**src/rtl/pps_pkg.sv**
```systemverilog
// Shared types for the program pulse sequencer.
// Assumes: the state encoding is internal and is never seen at the ports.
package pps_pkg;
    typedef enum logic [2:0] {
        ST_IDLE,
        ST_ARM,
        ST_SETUP,
        ST_PULSE,
        ST_HOLD,
        ST_RECOV,
        ST_FIN
    } pps_state_e;

    localparam int SEL_W = 2;
endpackage

```
**src/rtl/pps_timer.sv**
```systemverilog
// Down-counter that times one interval of the sequence.
// Assumes: load_i is given in the last cycle of the previous interval.
// A loaded value of 0 or 1 both give a one-cycle interval.
module pps_timer #(
    parameter int CNT_W = 32
) (
    input  logic             clk,
    input  logic             rst_n,
    input  logic             load_i,
    input  logic [CNT_W-1:0] val_i,
    output logic             expired_o
);
    localparam logic [CNT_W-1:0] ZERO = '0;
    localparam logic [CNT_W-1:0] ONE  = {{(CNT_W-1){1'b0}}, 1'b1};

    logic [CNT_W-1:0] cnt_q;

    // Load the interval length less one, then count down to zero.
    always_ff @(posedge clk) begin
        if (!rst_n)
            cnt_q <= ZERO;
        else if (load_i)
            cnt_q <= (val_i == ZERO) ? ZERO : val_i - ONE;
        else if (cnt_q != ZERO)
            cnt_q <= cnt_q - ONE;
    end

    assign expired_o = (cnt_q == ZERO);
endmodule

```
**src/rtl/pps_width_sel.sv**
```systemverilog
// Captures the width select when start is accepted and picks the
// matching pulse width. Assumes the width inputs are held stable
// while a sequence runs.
module pps_width_sel #(
    parameter int CNT_W = 32,
    parameter int SEL_W = 2
) (
    input  logic             clk,
    input  logic             rst_n,
    input  logic             capture_i,
    input  logic [SEL_W-1:0] sel_i,
    input  logic [CNT_W-1:0] early_i,
    input  logic [CNT_W-1:0] late_i,
    input  logic [CNT_W-1:0] extra_i,
    output logic [SEL_W-1:0] sel_q_o,
    output logic [CNT_W-1:0] width_o
);
    logic [SEL_W-1:0] sel_q;

    // Hold the select captured at start for the rest of the sequence.
    always_ff @(posedge clk) begin
        if (!rst_n)
            sel_q <= '0;
        else if (capture_i)
            sel_q <= sel_i;
    end

    // Bit 1 selects the additional width; otherwise bit 0 picks late over early.
    always_comb begin
        if (sel_q[1])
            width_o = extra_i;
        else if (sel_q[0])
            width_o = late_i;
        else
            width_o = early_i;
    end

    assign sel_q_o = sel_q;
endmodule

```
**src/rtl/pps_out_decode.sv**
```systemverilog
// Decodes the state into the four control outputs. The nesting is
// fixed here: program lies inside setup, and setup lies inside the
// watchdog window. Assumes a registered state input.
module pps_out_decode
    import pps_pkg::*;
(
    input  pps_state_e state_i,
    output logic       wdog_o,
    output logic       setup_o,
    output logic       prog_o,
    output logic       done_o
);
    // Map each state to its output combination.
    always_comb begin
        wdog_o  = 1'b0;
        setup_o = 1'b0;
        prog_o  = 1'b0;
        done_o  = 1'b0;
        unique case (state_i)
            ST_IDLE:  ;
            ST_ARM:   wdog_o = 1'b1;
            ST_SETUP: begin wdog_o = 1'b1; setup_o = 1'b1; end
            ST_PULSE: begin wdog_o = 1'b1; setup_o = 1'b1; prog_o = 1'b1; end
            ST_HOLD:  begin wdog_o = 1'b1; setup_o = 1'b1; end
            ST_RECOV: wdog_o = 1'b1;
            ST_FIN:   done_o = 1'b1;
            default:  ;
        endcase
    end
endmodule

```
**src/rtl/prog_pulse_seq.sv**
```systemverilog
// Program pulse sequencer top level. It steps through a watchdog
// window, program-setup, program, and the release delays, using one
// shared interval timer. Assumes the delay and width inputs are stable
// from start until done. Start is accepted only in idle.
module prog_pulse_seq
    import pps_pkg::*;
#(
    parameter int CNT_W = 32
) (
    input  logic              clk,
    input  logic              rst_n,
    input  logic              start_i,
    input  logic [SEL_W-1:0]  width_sel_i,
    input  logic [CNT_W-1:0]  setup_dly_i,
    input  logic [CNT_W-1:0]  hold_dly_i,
    input  logic [CNT_W-1:0]  recov_dly_i,
    input  logic [CNT_W-1:0]  width_early_i,
    input  logic [CNT_W-1:0]  width_late_i,
    input  logic [CNT_W-1:0]  width_extra_i,
    output logic              setup_en_o,
    output logic              prog_en_o,
    output logic              wdog_en_o,
    output logic              done_o
);
    pps_state_e       state_q, state_d;
    logic             accept;
    logic             tmr_load;
    logic [CNT_W-1:0] tmr_val;
    logic             tmr_exp;
    logic [CNT_W-1:0] width_sel_val;
    logic [SEL_W-1:0] sel_q;

    assign accept = (state_q == ST_IDLE) && start_i;

    // State register.
    always_ff @(posedge clk) begin
        if (!rst_n)
            state_q <= ST_IDLE;
        else
            state_q <= state_d;
    end

    // Next state, plus the interval load for the state being entered.
    always_comb begin
        state_d  = state_q;
        tmr_load = 1'b0;
        tmr_val  = '0;
        unique case (state_q)
            ST_IDLE:  if (accept) state_d = ST_ARM;
            ST_ARM: begin
                state_d  = ST_SETUP;
                tmr_load = 1'b1;
                tmr_val  = setup_dly_i;
            end
            ST_SETUP: if (tmr_exp) begin
                state_d  = ST_PULSE;
                tmr_load = 1'b1;
                tmr_val  = width_sel_val;
            end
            ST_PULSE: if (tmr_exp) begin
                state_d  = ST_HOLD;
                tmr_load = 1'b1;
                tmr_val  = hold_dly_i;
            end
            ST_HOLD: if (tmr_exp) begin
                state_d  = ST_RECOV;
                tmr_load = 1'b1;
                tmr_val  = recov_dly_i;
            end
            ST_RECOV: if (tmr_exp) state_d = ST_FIN;
            ST_FIN:   state_d = ST_IDLE;
            default:  state_d = ST_IDLE;
        endcase
    end

    pps_timer #(.CNT_W(CNT_W)) u_timer (
        .clk       (clk),
        .rst_n     (rst_n),
        .load_i    (tmr_load),
        .val_i     (tmr_val),
        .expired_o (tmr_exp)
    );

    pps_width_sel #(.CNT_W(CNT_W), .SEL_W(SEL_W)) u_width (
        .clk       (clk),
        .rst_n     (rst_n),
        .capture_i (accept),
        .sel_i     (width_sel_i),
        .early_i   (width_early_i),
        .late_i    (width_late_i),
        .extra_i   (width_extra_i),
        .sel_q_o   (sel_q),
        .width_o   (width_sel_val)
    );

    pps_out_decode u_dec (
        .state_i (state_q),
        .wdog_o  (wdog_en_o),
        .setup_o (setup_en_o),
        .prog_o  (prog_en_o),
        .done_o  (done_o)
    );
endmodule

```
**config.mk**
```make
export PLATFORM = sky130hd
export DESIGN_NAME = prog_pulse_seq
export DESIGN_NICKNAME = d
export VERILOG_FILES = /design/src/rtl/pps_pkg.sv /design/src/rtl/pps_timer.sv /design/src/rtl/pps_width_sel.sv /design/src/rtl/pps_out_decode.sv /design/src/rtl/prog_pulse_seq.sv
export SDC_FILE = /design/constraint.sdc
export NUM_CORES = 1
export LEC_CHECK = 0
export ABC_AREA = 1
export BUFFER_PORTS_ARGS = -buffer_cell sky130_fd_sc_hd__buf_4
export CAP_MARGIN = 5
export CORE_MARGIN = 3
export CORE_UTILIZATION = 52
export DETAILED_ROUTE_END_ITERATION = 7
export PLACE_DENSITY = 0.84
export SLEW_MARGIN = 20
export SYNTH_ARGS = -nofsm -noshare
export SYNTH_HDL_FRONTEND = slang
export SYNTH_SLANG_ARGS = --single-unit
```
**constraint.sdc**
```tcl
create_clock -name clk -period 7.06 [get_ports clk]
set_clock_uncertainty 0.1 [all_clocks]
set_input_delay 1.412 -clock clk [delete_from_list [all_inputs] [get_ports clk]]
set_output_delay 1.412 -clock clk [all_outputs]
set_load 0.03 [all_outputs]
```
==> results of run 1 <==
-- sequential cells by signal, summed over array words and instances, names as in the netlist --
register         flops
u_timer.cnt_q       32
state_q              3
u_width.sel_q_o      2
-- stage by stage --
stage,setup slack (ps),area [um2],std cells
3_5_place_dp,3170,6970,1381
2_1_floorplan,3920,5540,1087
6_report,2910,7090,1389
5_1_grt,2630,7090,1389
4_1_cts,2950,7090,1389
3_3_place_gp,3240,6970,1381
-- routing by layer --
metal	track usage, %	part of all wire (%)	routed length [um]	vias up
li1	-	-	-	3759
met1	45.4	42	8990	3178
met5	0	0	0	-
met2	57.5	46	9840	303
met4	12.6	3.6	771	0
met3	6.99	7.5	1600	50
-- worst max-delay path: stages, from the launching register on --
cell and delay [ps]:
dfxtp_1 1050, inv_4 110, nand3_2 510, inv_1 210
nor2_1 130, nand2_1 100, buf_4 210
-- worst paths after layout --
check        cells past startpoint                end  slack [ps]
max                              6         setup_en_o        2910
min                              2   u_timer.cnt_q[0]         500
max reg2reg                     17  u_timer.cnt_q[20]        3110
min reg2reg                      2   u_timer.cnt_q[0]         500
-- final cells by class --
cell class              instances  area share (%)
inverters                     121            6.44
flip-flops and latches         37            10.4
repair buffers                205            21.7
clock inverters                 2           0.529
multi-input cells             882            57.3
clock buffers                   6            1.16
well taps                     136            2.40
-- placed cells by master, fill, tap and decap left out, types with 6 or more instances in the layout --
cell,instances
inv_1,106
a21oi_2,8
buf_4,205
o21ai_0,34
nand2_1,384
nor2_2,12
nor2_1,169
nand3_1,123
nand4_1,13
inv_2,14
o21ai_1,28
nor2_4,7
nand2_2,8
a21oi_1,42
clkbuf_8,6
dfxtp_1,37
-- kinds of logic after synthesis --
| logic type | Yosys count |
|---|---|
| adders and majority gates | 4 |
| AOI/OAI and AO/OA | 135 |
| and+or+nand+nor | 736 |
| xor gates and xnor gates | 7 |
| DFF | 37 |
| buffers and inverters | 168 |
-- where the power goes --
group / internal (mW) / total (mW) / switching (mW)
registers: 0.293 / 0.395 / 0.102
logic: 0.763 / 2.36 / 1.60
clock network: 0.115 / 0.202 / 0.0874
==> out/qor.csv, run 1 <==
stage,metric,value,unit
synth,synth_top_family_by_area,simple AND/OR/NAND/NOR gates,
worst_setup_path,crit_fanout,32,
cells_and_area,n_fill_cell,1057,
route,wl_per_cell,15.3,um
synth,synthFlopType,dfxtp_1,
floorplan,core,10300,um2
cts,postCtsSetupBuffers,0,
cts,cts_max_level,2,
synth,yosys.area.top_type,nand2_1,
power,power,2.96,mW
cells_and_area,ff_latch_area,741,um2
synth,synth_top_cell_area_share,26.0,%
synth,netlist_top_cells_count,"nand2_1 (384), nor2_1 (169), nand3_1 (123)",
synth,synth-adder-area-share,0.903,%
placement,routabilityCongestion,0.998,
timing,report.final.slew_viol_count,0,
worst_setup_path,critPathArrivalTime,2640,ps
route,drc,0,
timing,max_freq,241,MHz
timing,relSlewSlack,26.3,%
min_path,hp-class,flop to flop,
floorplan,die_w,109,um
cts,cts_tree,done,
timing,rsz0062_at_grt,no,
cells_and_area,finalNetCount,1453,
cts,root_buffer,clkbuf_8,
synth,synth_edf_count,0,
cells_and_area,syn2layout_area_growth,28.0,%
route,first_pass_iters,5,
route,routed_wl,21200,um
synth,synth_xor_area_share,1.11,%
global_routing,grt_pass1_wl,32800,um
synth,synth.cell_area,5540,um2
floorplan,die_y,109,um
global_routing,grt_max_degree,66,
timing,finalHoldViolations,0,
synth,synth_async_sr_flop_share,0,%
cells_and_area,drive_gt1_share,22.3,%
worst_setup_path,path_class,flop to primary output,
power,p_per_area,417,nW/um2
synth,syn-instance-count,1087,
global_routing,track_usage,35.0,%
global_routing,antenna_found_initial,0,
route,drtAntennaViolNets,0,
placement,numPortBuffers,200,
timing,setup_viol_count_final,0,
timing,worst_pin_slew,1100,ps
power,leakagePower,3.99,nW
route,num_vias,7290,
synth,synth_cell_types,43,
cts,postCtsResizedCells,0,
worst_setup_path,start_kind,flop,
synth,synth_simple_gate_area_share,56.6,%
cts,clk-insertion-delay-late,310,ps
synth,synth.most_common_cell,nand2_1,
worst_setup_path,cp-end-kind,primary output,
cts,clk_pin_slew,80,ps
cts,cts_buffers,5,
floorplan,row_count,37,
worst_setup_path,critical_path_required,5550,ps
outcome,status,"finished, final reports clean",
floorplan,initial_core_util,53.7,%
cells_and_area,multi_input_area,4070,um2
min_path,hp-start,u_timer.cnt_q[0],
worst_setup_path,startpoint,state_q[2],
synth,synth.avg_cell_area,5.10,um2
cells_and_area,finalCoreUtilization,68.7,%
synth,synth_compound_gate_area_share,14.7,%
synth,syn_nets,1288,
global_routing,grt_overflow,0,
synth,ys_warn_count,0,
synth,yosysSeqAreaShare,13.4,%
synth,synth_area_leaders,"nand2_1 (26%), dfxtp_1 (13%), nor2_1 (11%), nand3_1 (11%), inv_1 (7.2%)",
timing,period_share,58.8,%
timing,tns,0,ps
global_routing,grt_pass1_vias,6673,
cts,cts_hold_buf,0,
worst_setup_path,r2r_start,state_q[2],
flow_run,maxCapViolations,0,
placement,dp_hpwl,17400,um
route,vias_per_cell,5.25,
synth,ys_ff_latch,37,
floorplan,dieArea,11900,um2
power,max-vdd-ir-drop,243,uV
floorplan,ios,201,
synth,muxShareOfSynthArea,0,%
cells_and_area,antenna_cells,0,
timing,whs,501,ps
timing,min_period,4150,ps
cts,cts_num_sinks,37,
route,initialDrtViolationCount,692,
cts,cts_buffer_depth,2,
No activity file was read; power rests on OpenSTA's default activity.
==> run 2, diff against run 1 <==
Clock period 7.06 ns to 4.3 ns, I/O delays scaled along.
==> run 2 against run 1 <==
Effect of this change: register-to-register slack got worse by 2300 ps; via count rose by 1.7%; power rose by 63%; clock power rose by 20%; sequential cell count did not move; die area did not move; combinational power rose by 66%; sequential power rose by 64%; clock-buffer cell count did not move; worst setup slack got worse by 2100 ps; core utilization rose by 0.12 points; critical path type is now flop to flop.
==> out/qor.csv, run 2 (synthesized netlist as in run 1, its figures left out) <==
stage,metric,value,unit
route,initialDrtViolationCount,661,
timing,relSlewSlack,40.7,%
cts,cts_num_sinks,37,
worst_setup_path,cp-end-kind,flop,
placement,place_ws,956,ps
cells_and_area,final_area,7110,um2
floorplan,row_count,37,
worst_setup_path,max_stage_delay,680,ps
worst_setup_path,critical_path_required,4430,ps
floorplan,die_w,109,um
power,power,4.81,mW
worst_setup_path,path_cells,inv_4 -> nand3_2 -> inv_2 -> nand2_1 -> nand2_1 -> inv_1 -> nand2_1 -> nand2_1 -> o21ai_2 -> inv_2 -> ha_1 -> nand3_1 -> nor2_1 -> nand3_1 -> nor2_1 -> nand2_1 -> nand2_1 -> nand3_1 -> a21oi_1,
worst_setup_path,crit_fanout,21,
timing,min_period,3460,ps
route,routed_wl,21400,um
placement,numPortBuffers,200,
cts,clk_pin_slew,90,ps
worst_setup_path,startpoint,state_q[2],
route,dr_wl_met2,10100,um
global_routing,grt_max_degree,56,
placement,placed_cell_area,7020,um2
cts,cts_tree,done,
cells_and_area,regMostFlops,u_timer.cnt_q,
cells_and_area,mostFrequentLayoutCells,"nand2_1 (384), buf_4 (209), nor2_1 (169)",
route,drc,0,
timing,finalHoldViolations,0,
min_path,hold_depth,2,
floorplan,dieArea,11900,um2
route,vias_per_cell,5.32,
cells_and_area,antenna_cells,0,
timing,setup_slack,842,ps
cts,cts_max_level,2,
min_path,whs_endpoint,u_timer.cnt_q[0],
route,drtAntennaViolNets,0,
cells_and_area,final_common_cell,nand2_1,
cells_and_area,finalCoreUtilization,68.8,%
min_path,hp-class,flop to flop,
timing,worst_pin_slew,889,ps
power,p_per_area,677,nW/um2
cells_and_area,largest_register_ffs,32,
cells_and_area,fin_cells,1394,
global_routing,grt_pass1_wl,33100,um
cells_and_area,drive_gt1_share,22.6,%
worst_setup_path,crit_top_cell,nand2_1,
worst_setup_path,crit_family,simple AND/OR/NAND/NOR gates,
cells_and_area,ff_latch_area,741,um2
power,leakagePower,4.00,nW
worst_setup_path,cpMaxStageDelayCell,dfxtp_1,
worst_setup_path,rrSetupSlack,840,ps
worst_setup_path,r2r_end,u_timer.cnt_q[28],
route,wl_met1,8860,um
cts,postCtsResizedCells,0,
placement,dp_hpwl,17800,um
timing,report.final.slew_viol_count,0,
timing,period_share,80.4,%
placement,dp_cells,1386,
route,wl_met3,1780,um
cts,clk-insertion-delay-late,310,ps
floorplan,die_y,109,um
worst_setup_path,crit_buf_inv,4,
cts,cts_buffer_depth,2,
cells_and_area,syn2layout_area_growth,28.2,%
flow_run,maxCapViolations,0,
cts,cts_buffers,5,
timing,rsz0062_at_grt,no,
power,max-vdd-ir-drop,374,uV
cells_and_area,finalNetCount,1458,
worst_setup_path,r2r_start,state_q[2],
cts,postCtsSetupBuffers,0,
global_routing,antenna_found_initial,0,
floorplan,initial_core_util,53.7,%
floorplan,core,10300,um2
worst_setup_path,path_class,flop to flop,
route,first_pass_iters,6,
worst_setup_path,critPathArrivalTime,3590,ps
route,highest_layer,met4,
global_routing,grt_pass1_vias,6787,
cts,root_buffer,clkbuf_8,
global_routing,grt_overflow,0,
timing,max_freq,289,MHz
timing,setup_viol_count_final,0,
timing,tns,0,ps
floorplan,ios,201,
global_routing,track_usage,35.1,%
min_path,hp-start,u_timer.cnt_q[0],
worst_setup_path,reg2reg_depth,19,
worst_setup_path,start_kind,flop,
cells_and_area,multi_input_area,4070,um2
cells_and_area,n_fill_cell,1003,
placement,routabilityCongestion,0.962,
route,wl_per_cell,15.3,um
timing,whs,477,ps
cts,cts_hold_buf,0,
outcome,status,"finished, final reports clean",
route,num_vias,7414,
[run 2: changes by cell type in the layout (fill, tap and decap cells not counted), sizes merged]
cell	change
buf	+5
clkinv	+2
bufinv	-1
clkinvlp	-1
[run 2: how the worst max path moves through the flow]
stage          slack [ps]                 to  cells after the start
2_1_floorplan        1710  u_timer.cnt_q[14]                     16
3_3_place_gp         1020  u_timer.cnt_q[28]                     19
3_5_place_dp          960  u_timer.cnt_q[28]                     19
4_1_cts               920  u_timer.cnt_q[28]                     19
5_1_grt               450  u_timer.cnt_q[28]                     19
6_report              840  u_timer.cnt_q[28]                     19
[run 2: area by class of cell]
type,count,area share [%]
repair buffers,210,22.4
multi-input cells,882,57.2
clock inverters,2,0.141
flip-flops and latches,37,10.4
inverters,121,6.43
clock buffers,6,1.02
well taps,136,2.39
[run 2: power breakdown]
part           leakage, nW  switching, mW  internal (mW)
sequential           0.303          0.164          0.481
combinational         3.65           2.65           1.28
clock               0.0450          0.130          0.112
[run 2: metal layers]
metal,vias up,GRT usage (%)
met2,347,58.2
li1,3769,-
met1,3249,45.4
met4,0,11.3
met5,-,0
met3,49,7.22
[run 2: tightest hold or removal path: stages, from the launching register on]
cell and delay [ps]:
dfxtp_1 330, o21ai_0 170, a21oi_1 40
==> run 3, diff against run 2 <==
Clock period 4.3 ns to 3.63 ns, I/O delays scaled along.
==> run 3 against run 2 <==
Effect of this change: register-to-register slack worse by 480 ps; clock power is 14% higher; hold slack improved by 20 ps; largest cell class unchanged; largest power group unchanged; highest routed layer unchanged.
==> out/qor.csv, run 3 (synthesized netlist as in run 1, its figures left out) <==
stage,metric,value,unit
outcome,status,"finished, final reports clean",
power,power,5.71,mW
timing,report.final.slew_viol_count,0,
floorplan,initial_core_util,53.7,%
route,wl_per_cell,15.1,um
cts,clk-insertion-delay-late,300,ps
floorplan,die_w,109,um
power,max-vdd-ir-drop,466,uV
worst_setup_path,cp-end-kind,flop,
cts,cts_tree,done,
timing,relSlewSlack,56.7,%
global_routing,grt_pass1_wl,32400,um
route,routed_wl,21100,um
cts,cts_buffer_depth,2,
floorplan,die_y,109,um
cells_and_area,n_fill_cell,1040,
placement,dp_hpwl,17600,um
worst_setup_path,path_class,flop to flop,
placement,numPortBuffers,200,
route,first_pass_iters,7,
worst_setup_path,crit_buf_inv,1,
worst_setup_path,start_kind,flop,
cts,postCtsResizedCells,0,
power,p_per_area,798,nW/um2
cells_and_area,largest_register_ffs,32,
worst_setup_path,crit_fanout,49,
cts,root_buffer,clkbuf_8,
timing,finalHoldViolations,0,
route,num_vias,7350,
floorplan,row_count,37,
floorplan,ios,201,
cts,cts_buffers,5,
cells_and_area,drive_gt1_share,23.1,%
timing,setup_viol_count_final,0,
placement,dp_cells,1394,
placement,routabilityCongestion,0.965,
worst_setup_path,max_stage_delay,400,ps
timing,max_freq,306,MHz
worst_setup_path,cpMaxStageDelayCell,buf_6,
min_path,hp-class,flop to flop,
cells_and_area,finalNetCount,1466,
floorplan,core,10300,um2
route,drtAntennaViolNets,0,
cells_and_area,ff_latch_area,741,um2
cells_and_area,mostFrequentLayoutCells,"nand2_1 (384), buf_4 (217), nor2_1 (169)",
global_routing,grt_max_degree,50,
worst_setup_path,crit_family,simple AND/OR/NAND/NOR gates,
cts,clk_pin_slew,70,ps
global_routing,antenna_found_initial,0,
timing,tns,0,ps
worst_setup_path,path_cells,nor2_2 -> nand2_1 -> nor2_1 -> nand2_2 -> nor2_4 -> buf_6 -> nand2_1 -> nand2_1 -> nor2_1 -> nand2_2 -> nor2_1 -> nand2_1 -> nor2_4 -> nor2_8 -> nand3_1 -> a21oi_1,
timing,period_share,90.0,%
worst_setup_path,critical_path_required,3750,ps
route,initialDrtViolationCount,690,
timing,rsz0062_at_grt,no,
cts,cts_hold_buf,0,
cts,cts_num_sinks,37,
worst_setup_path,crit_top_cell,nand2_1,
cells_and_area,regMostFlops,u_timer.cnt_q,
cts,postCtsSetupBuffers,0,
power,leakagePower,4.04,nW
route,drc,0,
timing,min_period,3270,ps
global_routing,grt_pass1_vias,6568,
route,vias_per_cell,5.24,
cells_and_area,antenna_cells,0,
flow_run,maxCapViolations,0,
floorplan,dieArea,11900,um2
cts,cts_max_level,2,
global_routing,track_usage,34.6,%
global_routing,grt_overflow,0,
cells_and_area,fin_cells,1402,
timing,worst_pin_slew,649,ps
worst_setup_path,critPathArrivalTime,3390,ps
cells_and_area,syn2layout_area_growth,29.1,%
cells_and_area,multi_input_area,4070,um2
cells_and_area,final_common_cell,nand2_1,
[run 3: changes by cell type in the layout (fill, tap and decap cells not counted)]
| cell | previous run | this run |
|---|---|---|
| buf_4 | 209 | 217 |
| buf_12 | 1 | 0 |
| buf_6 | 0 | 1 |
[run 3: routing by layer]
| layer | share of wire [%] | up-vias | global-route usage, % |
|---|---|---|---|
| met5 | 0 | - | 0 |
| met2 | 46 | 328 | 57.0 |
| li1 | - | 3777 | - |
| met1 | 41 | 3205 | 44.6 |
| met4 | 3.0 | 0 | 10.7 |
| met3 | 9.5 | 40 | 8.11 |
[run 3: cell type report]
class	count	share of cell area, %
clock buffer	6	1.01
clock inverter	2	0.140
inverter	121	6.38
multi-input combinational	882	56.8
sequential	37	10.3
tap	136	2.38
timing repair buffer	218	22.9
[run 3: where the power goes]
part           internal (mW)  leakage, nW  switching (mW)
combinational           1.54         3.69            3.14
sequential             0.570        0.303           0.190
clock                  0.133       0.0450           0.145
[run 3: worst min-delay path, stage by stage (launching register included)]
cell and delay, ps:
dfxtp_1 330, o21ai_0 180, a21oi_1 40
[run 3: worst paths after layout]
| path | from | endpoint | slack (ps) | cells past startpoint |
|---|---|---|---|---|
| min | u_timer.cnt_q[0] | u_timer.cnt_q[0] | 500 | 2 |
| min reg2reg | u_timer.cnt_q[0] | u_timer.cnt_q[0] | 500 | 2 |
| max | u_timer.cnt_q[28] | u_timer.cnt_q[21] | 360 | 16 |
| max reg2reg | u_timer.cnt_q[28] | u_timer.cnt_q[21] | 360 | 16 |
[run 3: per-stage QoR]
stage,worst slack (ps),hold WS (ps),util [%],cell area (um2)
floorplan,1090,424,-,5540
global placement,338,446,68.5,7070
detailed placement,305,472,68.5,7070
CTS,283,487,69.3,7150
global route,86.0,515,69.3,7160
finish,364,497,69.3,7160
